File: src/rtl/irq_map_pkg.sv
package irq_map_pkg;

  typedef enum logic [1:0] {
    MAP_ASSUME_OK = 2'd0,
    MAP_BROKEN    = 2'd1,
    MAP_FORCE_OK  = 2'd2
  } map_mode_e;

  function automatic map_mode_e sanitize_preset(input logic [1:0] raw);
    case (raw)
      2'd1:    return MAP_BROKEN;
      2'd2:    return MAP_FORCE_OK;
      default: return MAP_ASSUME_OK;
    endcase
  endfunction

endpackage

File: src/rtl/cfg_snoop_decode.sv
module cfg_snoop_decode #(
  parameter int ADDR_W    = 24,
  parameter int DEVFN_LSB = 8,
  parameter int FUNC_W    = 3,
  parameter int NUM_PINS  = 4,
  parameter int LINE_OFF  = 8'h3C
) (
  input  logic                        clk,
  input  logic                        rst,
  input  logic                        wr_valid,
  input  logic [ADDR_W-1:0]           addr,
  input  logic                        alt_variant,
  output logic                        hit,
  output logic [$clog2(NUM_PINS)-1:0] slot_mod
);
  localparam int PIN_W    = $clog2(NUM_PINS);
  localparam int SLOT_LSB = DEVFN_LSB + FUNC_W;

  logic [DEVFN_LSB-1:0] reg_off;

  assign reg_off  = addr[DEVFN_LSB-1:0];
  assign slot_mod = addr[SLOT_LSB +: PIN_W];
  assign hit      = wr_valid && !alt_variant && (reg_off == DEVFN_LSB'(LINE_OFF));

  // A qualified write must carry a fully defined address.
  AST_ADDR_DEFINED: assert property (@(posedge clk) disable iff (rst)
    wr_valid |-> !$isunknown(addr)) else $error("address unknown");

endmodule

File: src/rtl/irq_line_classifier.sv
module irq_line_classifier
  import irq_map_pkg::*;
#(
  parameter int DATA_W      = 8,
  parameter int PIN_W       = 2,
  parameter int IRQ_BASE    = 27,
  parameter int IRQ_ALT_ADD = 64,
  parameter int SHARED_SLOT = 2
) (
  input  logic [DATA_W-1:0] line_val,
  input  logic [PIN_W-1:0]  slot_mod,
  output map_mode_e         verdict
);
  localparam int EW = DATA_W + 1;
  localparam logic [EW-1:0] BASE_E = EW'(IRQ_BASE);
  localparam logic [EW-1:0] ALT_E  = EW'(IRQ_BASE + IRQ_ALT_ADD);

  logic [EW-1:0] val_e, slot_e, swz_plain, swz_alt;
  logic          is_base, is_swz;

  assign val_e     = {1'b0, line_val};
  assign slot_e    = EW'(slot_mod);
  assign swz_plain = BASE_E + slot_e;
  assign swz_alt   = ALT_E + slot_e;
  assign is_base   = (val_e == BASE_E);
  assign is_swz    = (val_e == swz_plain) || (val_e == swz_alt);

  always_comb begin
    if (is_base) begin
      verdict = (slot_mod == PIN_W'(SHARED_SLOT)) ? MAP_ASSUME_OK : MAP_BROKEN;
    end else if (is_swz) begin
      verdict = MAP_BROKEN;
    end else begin
      verdict = MAP_FORCE_OK;
    end
  end

endmodule

File: src/rtl/map_mode_fsm.sv
module map_mode_fsm
  import irq_map_pkg::*;
(
  input  logic       clk,
  input  logic       rst,
  input  logic [1:0] preset_mode,
  input  logic       hit,
  input  map_mode_e  verdict,
  output map_mode_e  state_q
);

  always_ff @(posedge clk) begin
    if (rst) begin
      state_q <= sanitize_preset(preset_mode);
    end else if (hit && state_q == MAP_ASSUME_OK) begin
      state_q <= verdict;
    end
  end

  AST_PRESET3_LOADS_ASSUME: assert property (@(posedge clk)
    (rst && preset_mode == 2'd3) |=> state_q == MAP_ASSUME_OK) else $error("preset 3");

  AST_FINAL_IS_STICKY: assert property (@(posedge clk) disable iff (rst)
    state_q != MAP_ASSUME_OK |=> $stable(state_q)) else $error("left final state");

  AST_QUIET_WITHOUT_HIT: assert property (@(posedge clk) disable iff (rst)
    !hit |=> $stable(state_q)) else $error("changed without write");

  AST_NO_ILLEGAL_CODE: assert property (@(posedge clk) disable iff (rst)
    state_q != 2'd3) else $error("illegal mode");

endmodule

File: src/rtl/irq_map_detect.sv
module irq_map_detect
  import irq_map_pkg::*;
#(
  parameter int ADDR_W      = 24,
  parameter int DATA_W      = 8,
  parameter int NUM_PINS    = 4,
  parameter int IRQ_BASE    = 27,
  parameter int IRQ_ALT_ADD = 64,
  parameter int SHARED_SLOT = 2,
  parameter int LINE_OFF    = 8'h3C
) (
  input  logic              clk,
  input  logic              rst,
  input  logic [1:0]        preset_mode,
  input  logic              alt_variant,
  input  logic              cfg_wr_valid,
  input  logic [ADDR_W-1:0] cfg_addr,
  input  logic [DATA_W-1:0] cfg_wdata,
  output logic [1:0]        map_mode
);
  localparam int PIN_W = $clog2(NUM_PINS);

  logic             hit;
  logic [PIN_W-1:0] slot_mod;
  map_mode_e        verdict;
  map_mode_e        state_q;

  cfg_snoop_decode #(
    .ADDR_W(ADDR_W), .DEVFN_LSB(8), .FUNC_W(3), .NUM_PINS(NUM_PINS), .LINE_OFF(LINE_OFF)
  ) u_decode (
    .clk(clk), .rst(rst), .wr_valid(cfg_wr_valid), .addr(cfg_addr),
    .alt_variant(alt_variant), .hit(hit), .slot_mod(slot_mod)
  );

  irq_line_classifier #(
    .DATA_W(DATA_W), .PIN_W(PIN_W), .IRQ_BASE(IRQ_BASE),
    .IRQ_ALT_ADD(IRQ_ALT_ADD), .SHARED_SLOT(SHARED_SLOT)
  ) u_classify (
    .line_val(cfg_wdata), .slot_mod(slot_mod), .verdict(verdict)
  );

  map_mode_fsm u_fsm (
    .clk(clk), .rst(rst), .preset_mode(preset_mode),
    .hit(hit), .verdict(verdict), .state_q(state_q)
  );

  assign map_mode = state_q;

  AST_SHARED_SLOT_KEEPS: assert property (@(posedge clk) disable iff (rst)
    (hit && map_mode == 2'd0 && cfg_wdata == DATA_W'(IRQ_BASE) && cfg_addr[12:11] == 2'd2)
    |=> map_mode == 2'd0) else $error("shared slot moved");

  AST_BASE_ELSEWHERE_BROKEN: assert property (@(posedge clk) disable iff (rst)
    (hit && map_mode == 2'd0 && cfg_wdata == DATA_W'(IRQ_BASE) && cfg_addr[12:11] != 2'd2)
    |=> map_mode == 2'd1) else $error("27 not broken");

  AST_SWIZZLE_BROKEN: assert property (@(posedge clk) disable iff (rst)
    (hit && map_mode == 2'd0 &&
     (cfg_wdata == DATA_W'(IRQ_BASE) + DATA_W'(cfg_addr[12:11]) ||
      cfg_wdata == DATA_W'(IRQ_BASE + IRQ_ALT_ADD) + DATA_W'(cfg_addr[12:11])))
    |=> map_mode == 2'd1) else $error("swizzle not broken");

  AST_ALT_VARIANT_IDLE: assert property (@(posedge clk) disable iff (rst)
    alt_variant |=> $stable(map_mode)) else $error("variant detected");

endmodule

File: config.mk
export PLATFORM = sky130hd
export DESIGN_NAME = irq_map_detect
export DESIGN_NICKNAME = d
export VERILOG_FILES = /design/src/rtl/irq_map_pkg.sv /design/src/rtl/cfg_snoop_decode.sv /design/src/rtl/irq_line_classifier.sv /design/src/rtl/map_mode_fsm.sv /design/src/rtl/irq_map_detect.sv
export SDC_FILE = /design/constraint.sdc
export NUM_CORES = 1
export LEC_CHECK = 0
export BUFFER_PORTS_ARGS = -buffer_cell sky130_fd_sc_hd__buf_2
export CAP_MARGIN = 30
export CORE_AREA = 2 2 39 41
export DETAILED_ROUTE_END_ITERATION = 10
export DIE_AREA = 0 0 41 43
export PLACE_DENSITY_LB_ADDON = 0.25
export REMOVE_ABC_BUFFERS = 1
export SKIP_CTS_REPAIR_TIMING = 1
export SLEW_MARGIN = 20
export SYNTH_ARGS = -nofsm -noshare
export SYNTH_HDL_FRONTEND = slang
export SYNTH_HIERARCHICAL = 1
export SYNTH_SLANG_ARGS = --single-unit
File: constraint.sdc
create_clock -name clk -period 1.6 [get_ports clk]
set_input_delay 0.16 -clock clk [delete_from_list [all_inputs] [get_ports clk]]
set_output_delay 0.16 -clock clk [all_outputs]
set_load 0.01 [all_outputs]
# [Word level (Yosys, flattened, before mapping)]
# Cells that the tools add are included.
# W data, S select, Z words.
[totals] ff_bits=2 input_bits=38 output_inout_bits=2 word_cells=23
[classes] addsub=2 muxes=6 eq_ne=7 reduce_logical=7
[op_table] operator="$eq A8 B9 Y1" n=2
[op_table] operator="$add A7 B2 Y8 const A" n=1
[op_table] operator="$eq A8 B5 Y1 const B" n=1
[op_table] operator="$eq A8 B6 Y1 const B" n=1
[op_table] operator="$mux W2" n=4
[op_table] operator="$add A5 B2 Y6 const A" n=1
[op_table] operator="$eq A2 B2 Y1 const B" n=2
[op_table] operator="$pmux W2 S2" n=1
[op_table] operator="$logic_and A1 B1 Y1" n=3
[op_table] operator="$eq A2 B1 Y1 const B" n=1
[op_table] operator="$logic_not A2 Y1" n=1
[op_table] operator="$reduce_bool A2 Y1" n=1
[op_table] operator="$logic_not A1 Y1" n=1
[op_table] operator="$logic_or A1 B1 Y1" n=1
[op_table] operator="$mux W1" n=1

# [Longest topological paths before layout]
[depth] ltp_word=7 mapped_depth=8 depth_no_buf=7

# [Modules after synthesis]
# The synthesis kept the hierarchy.
[modules_own_cells] mod="irq_line_classifier" cells_each=14 area_per_inst_um2=115.1 seq_area_each_um2=0.0 instances=1
[modules_own_cells] mod="map_mode_fsm" cells_each=10 area_per_inst_um2=102.6 seq_area_each_um2=60.1 instances=1
[modules_own_cells] mod="cfg_snoop_decode" cells_each=6 area_per_inst_um2=45.0 seq_area_each_um2=0.0 instances=1

# [Worst setup path after synthesis]
# Ideal clock, no wire load.
[synth_path] kind="input port to flip-flop" from="input cfg_addr[11]" to="register u_fsm.state_q[0], data pin" t_required_ps=1448 setup_time_ps=152 path_slack_ps=59 cell_stages=8 path_buffers=1 arrival_time_ps=1389 path_cell_list="buf_4 inv_1 ha_1 xnor2_1 or4_1 a21oi_1 inv_1 o21ai_0"
[synth_between] elab_chain_len=7 word_cells_on_any_way=11 classes_between="add/sub: 2; eq/ne: 3; mux: 5; reduce/logical: 1"
[synth_rtl] item="start: declaration" line="irq_map_detect.sv:17" rtl="input logic [ADDR_W-1:0] cfg_addr,"
[synth_rtl] item="$add A7 B2 Y8 or $add A5 B2 Y6 (tied branches)" line="irq_line_classifier.sv:24, irq_line_classifier.sv:23"
[synth_rtl] item="$eq A8 B9 Y1" line="irq_line_classifier.sv:26" rtl="assign is_swz = (val_e == swz_plain) || (val_e == swz_alt);"
[synth_rtl] item="$logic_or A1 B1 Y1" line="irq_line_classifier.sv:26"
[synth_rtl] item="$mux W2" line="irq_line_classifier.sv:31" rtl="end else if (is_swz) begin"
[synth_rtl] item="$mux W2 (*)" line="irq_line_classifier.sv:29" rtl="if (is_base) begin"
[synth_rtl] item="named net verdict[0]" line="irq_map_detect.sv:25" rtl="map_mode_e verdict;"
[synth_rtl] item="$mux W2 (*)" line="map_mode_fsm.sv:15" rtl="end else if (hit && state_q == MAP_ASSUME_OK) begin"
[synth_rtl] item="$mux W2 (*)" line="map_mode_fsm.sv:13" rtl="if (rst) begin"
[synth_rtl] item="end signal: assignment" line="map_mode_fsm.sv:14" rtl="state_q <= sanitize_preset(preset_mode);"
[synth_rtl] item="end signal: assignment" line="map_mode_fsm.sv:16" rtl="state_q <= verdict;"
[synth_rtl] item="end: declaration" line="map_mode_fsm.sv:9" rtl="output map_mode_e state_q"
# The timed path passes the listed nets; every way through them passes the cells marked *. The select of a mux whose other input is x is not followed.
# A chain may end at the register's enable or synchronous reset.

# [Worst setup path in the final report]
# Ends and elaborated chain as after synthesis.

==> flow_metrics.tcl <==
set metrics [dict create \
    cts.root.buffer_cell "clkbuf_4" \
    drc 0 \
    path_class "primary input to register" \
    die_h_um 43 \
    grt_pass1_vias 325 \
    initial_core_util 0.190 \
    cellPowerDensity_nw_per_um2 560 \
    synth_commonest_cells "inv_1, xnor2_1" \
    setup_slack_ps 197 \
    grt_overflow_total 0 \
    area_delta_synth_final_pct 66.7 \
    top_regs "u_fsm/state_q: 2 flops" \
    arrival_ps 1470 \
    synthFlopType "edfxtp_1" \
    synth_warnings 6 \
    port_buffers 25 \
    grt_pass1_wl_um 959 \
    drt_wl_total_um 618 \
    fin_cells 75 \
    cts_tree "built" \
    largest_register_ffs 2 \
    postSynthCellCount 30 \
    core_um2 1380 \
    ant_nets 0 \
    synth_area_um2 263 \
    clk_latency_ps 220 \
    finalSetupViolCount 0 \
    start_kind "primary input" \
    antenna_found_initial 0 \
    first_iter_violations 1 \
    final_core_utilization 0.316 \
    drt-pass1-iter-count 2 \
    grt_max_degree 6 \
    nNetsFinal 101 \
    hold_violations 0 \
    p_leak_nw 0.229 \
    synth_top_area_share 0.229 \
    synth_edf_count 2 \
    yosysSeqAreaShare 0.229 \
    num_antenna_cells 0 \
    required_ps 1660 \
    top_register "u_fsm/state_q" \
    io_pins 40 \
    critPathMaxFanout 2 \
    layout_worst_path_cycle_share 0.877 \
    status "complete, no violations" \
    grt_setup_unrepaired "no" \
    yosys-top-cells-area "edfxtp_1, xnor2_1, ha_1" \
    clock_skew_ps 4.88 \
    post_drt_wl_per_cell_um 8.24 \
    clk_path_buf_depth 2 \
    yosysTopAreaCell "edfxtp_1" \
    gp_congestion 0.559 \
    max_slew_margin 0.875 \
    synthDistinctLibCells 20 \
    finalCriticalPeriod_ps 1400 \
    fp-row-count 14 \
    clock-sinks 2 \
    syn_area_per_cell_um2 8.76 \
    drv_cap 0 \
    drive_above_1_share 0.559 \
    synth.most_common_cell "inv_1" \
    track_usage 0.0812 \
    fmax_mhz 713 \
    numCtsBuffers 3 \
    via_count 309 \
    cts_max_level 1 \
    placed_cells 72 \
    clk_pin_slew_worst_paths_ps 30 \
    avgViaCountPerCell 4.12 \
    die_area_um2 1760 \
    hold_class "primary input to register" \
    worst_pin_slew_ps 187 \
    place_ws_ps -20.5 \
    async_flop_share 0 \
    end_kind "register" \
    ir_drop_v 0.000167 \
    ys_seq_elements 2 \
    die_w_um 41 \
    drv_slew 0 \
]
-- cells by family (layout without fill, tap and decap cells) --
family	Yosys count	count (layout)	synth area share
XOR/XNOR	3	3	0.100
adder cells (fa/ha/maj)	2	2	0.0952
flip-flops	2	2	0.229
buffers and inverters	6	35	0.114
AND/OR/NAND/NOR	12	12	0.338
AO/OA/AOI/OAI	5	5	0.124
-- cell type report --
cell class	count	area [um^2]
clock buffers	3	22.5
fillers	158	946
inverters	4	15.0
multi-input cells	22	173
flip-flops and latches	2	60.1
well taps	16	20.0
repair buffers	28	148
-- power by group --
part / leakage [nW] / internal, mW / switching [mW]
logic: 0.196 / 0.0436 / 0.0276
clock network: 0.0138 / 0.0826 / 0.0269
registers: 0.0194 / 0.0630 / 0.00161
total: 0.229 / 0.189 / 0.0561
-- through the flow --
step	area, um^2	TNS [ps]	hold slack [ps]	power, mW
after floorplan	248	0	362	0.0951
after global placement	415	-61.6	482	0.136
after detailed placement	415	-20.5	489	0.137
after CTS	438	0	256	0.254
after global routing	438	0	278	0.263
final	438	0	267	0.245
-- per-layer routing --
layer,track usage,share of wire,wire length [um],vias to the layer above
met2,0.141,0.42,260,26
met4,0.0800,0,0,0
met5,0,0,0,-
met1,0.0607,0.35,214,119
li1,-,-,-,164
met3,0.0262,0.23,143,0
-- critical path: stages --
cell and delay (ps):
buf_2 90, inv_1 50, ha_1 290, xnor2_1 140
or4_1 400, a21oi_1 150, inv_1 40, o21ai_0 150
-- worst paths after layout --
| path | end | slack (ps) | startpoint | cells after the start |
|---|---|---|---|---|
| setup / recovery | u_fsm/state_q[0] | 200 | cfg_addr[11] | 8 |
| hold / removal | u_fsm/state_q[1] | 270 | preset_mode[0] | 2 |
| setup reg to reg | u_fsm/state_q[1] | 690 | u_fsm/state_q[1] | 2 |
| hold reg to reg | u_fsm/state_q[0] | 730 | u_fsm/state_q[0] | 2 |
-- cell usage in the layout (no fill, tap or decap), drive strengths merged, types with 2 or more instances in the layout --
cell type / instances
edfxtp: 2
clkbuf: 3
inv: 4
or4: 2
buf: 28
nor3: 2
nand2: 2
ha: 2
xnor2: 3
Power figures use the tool's default switching activity.
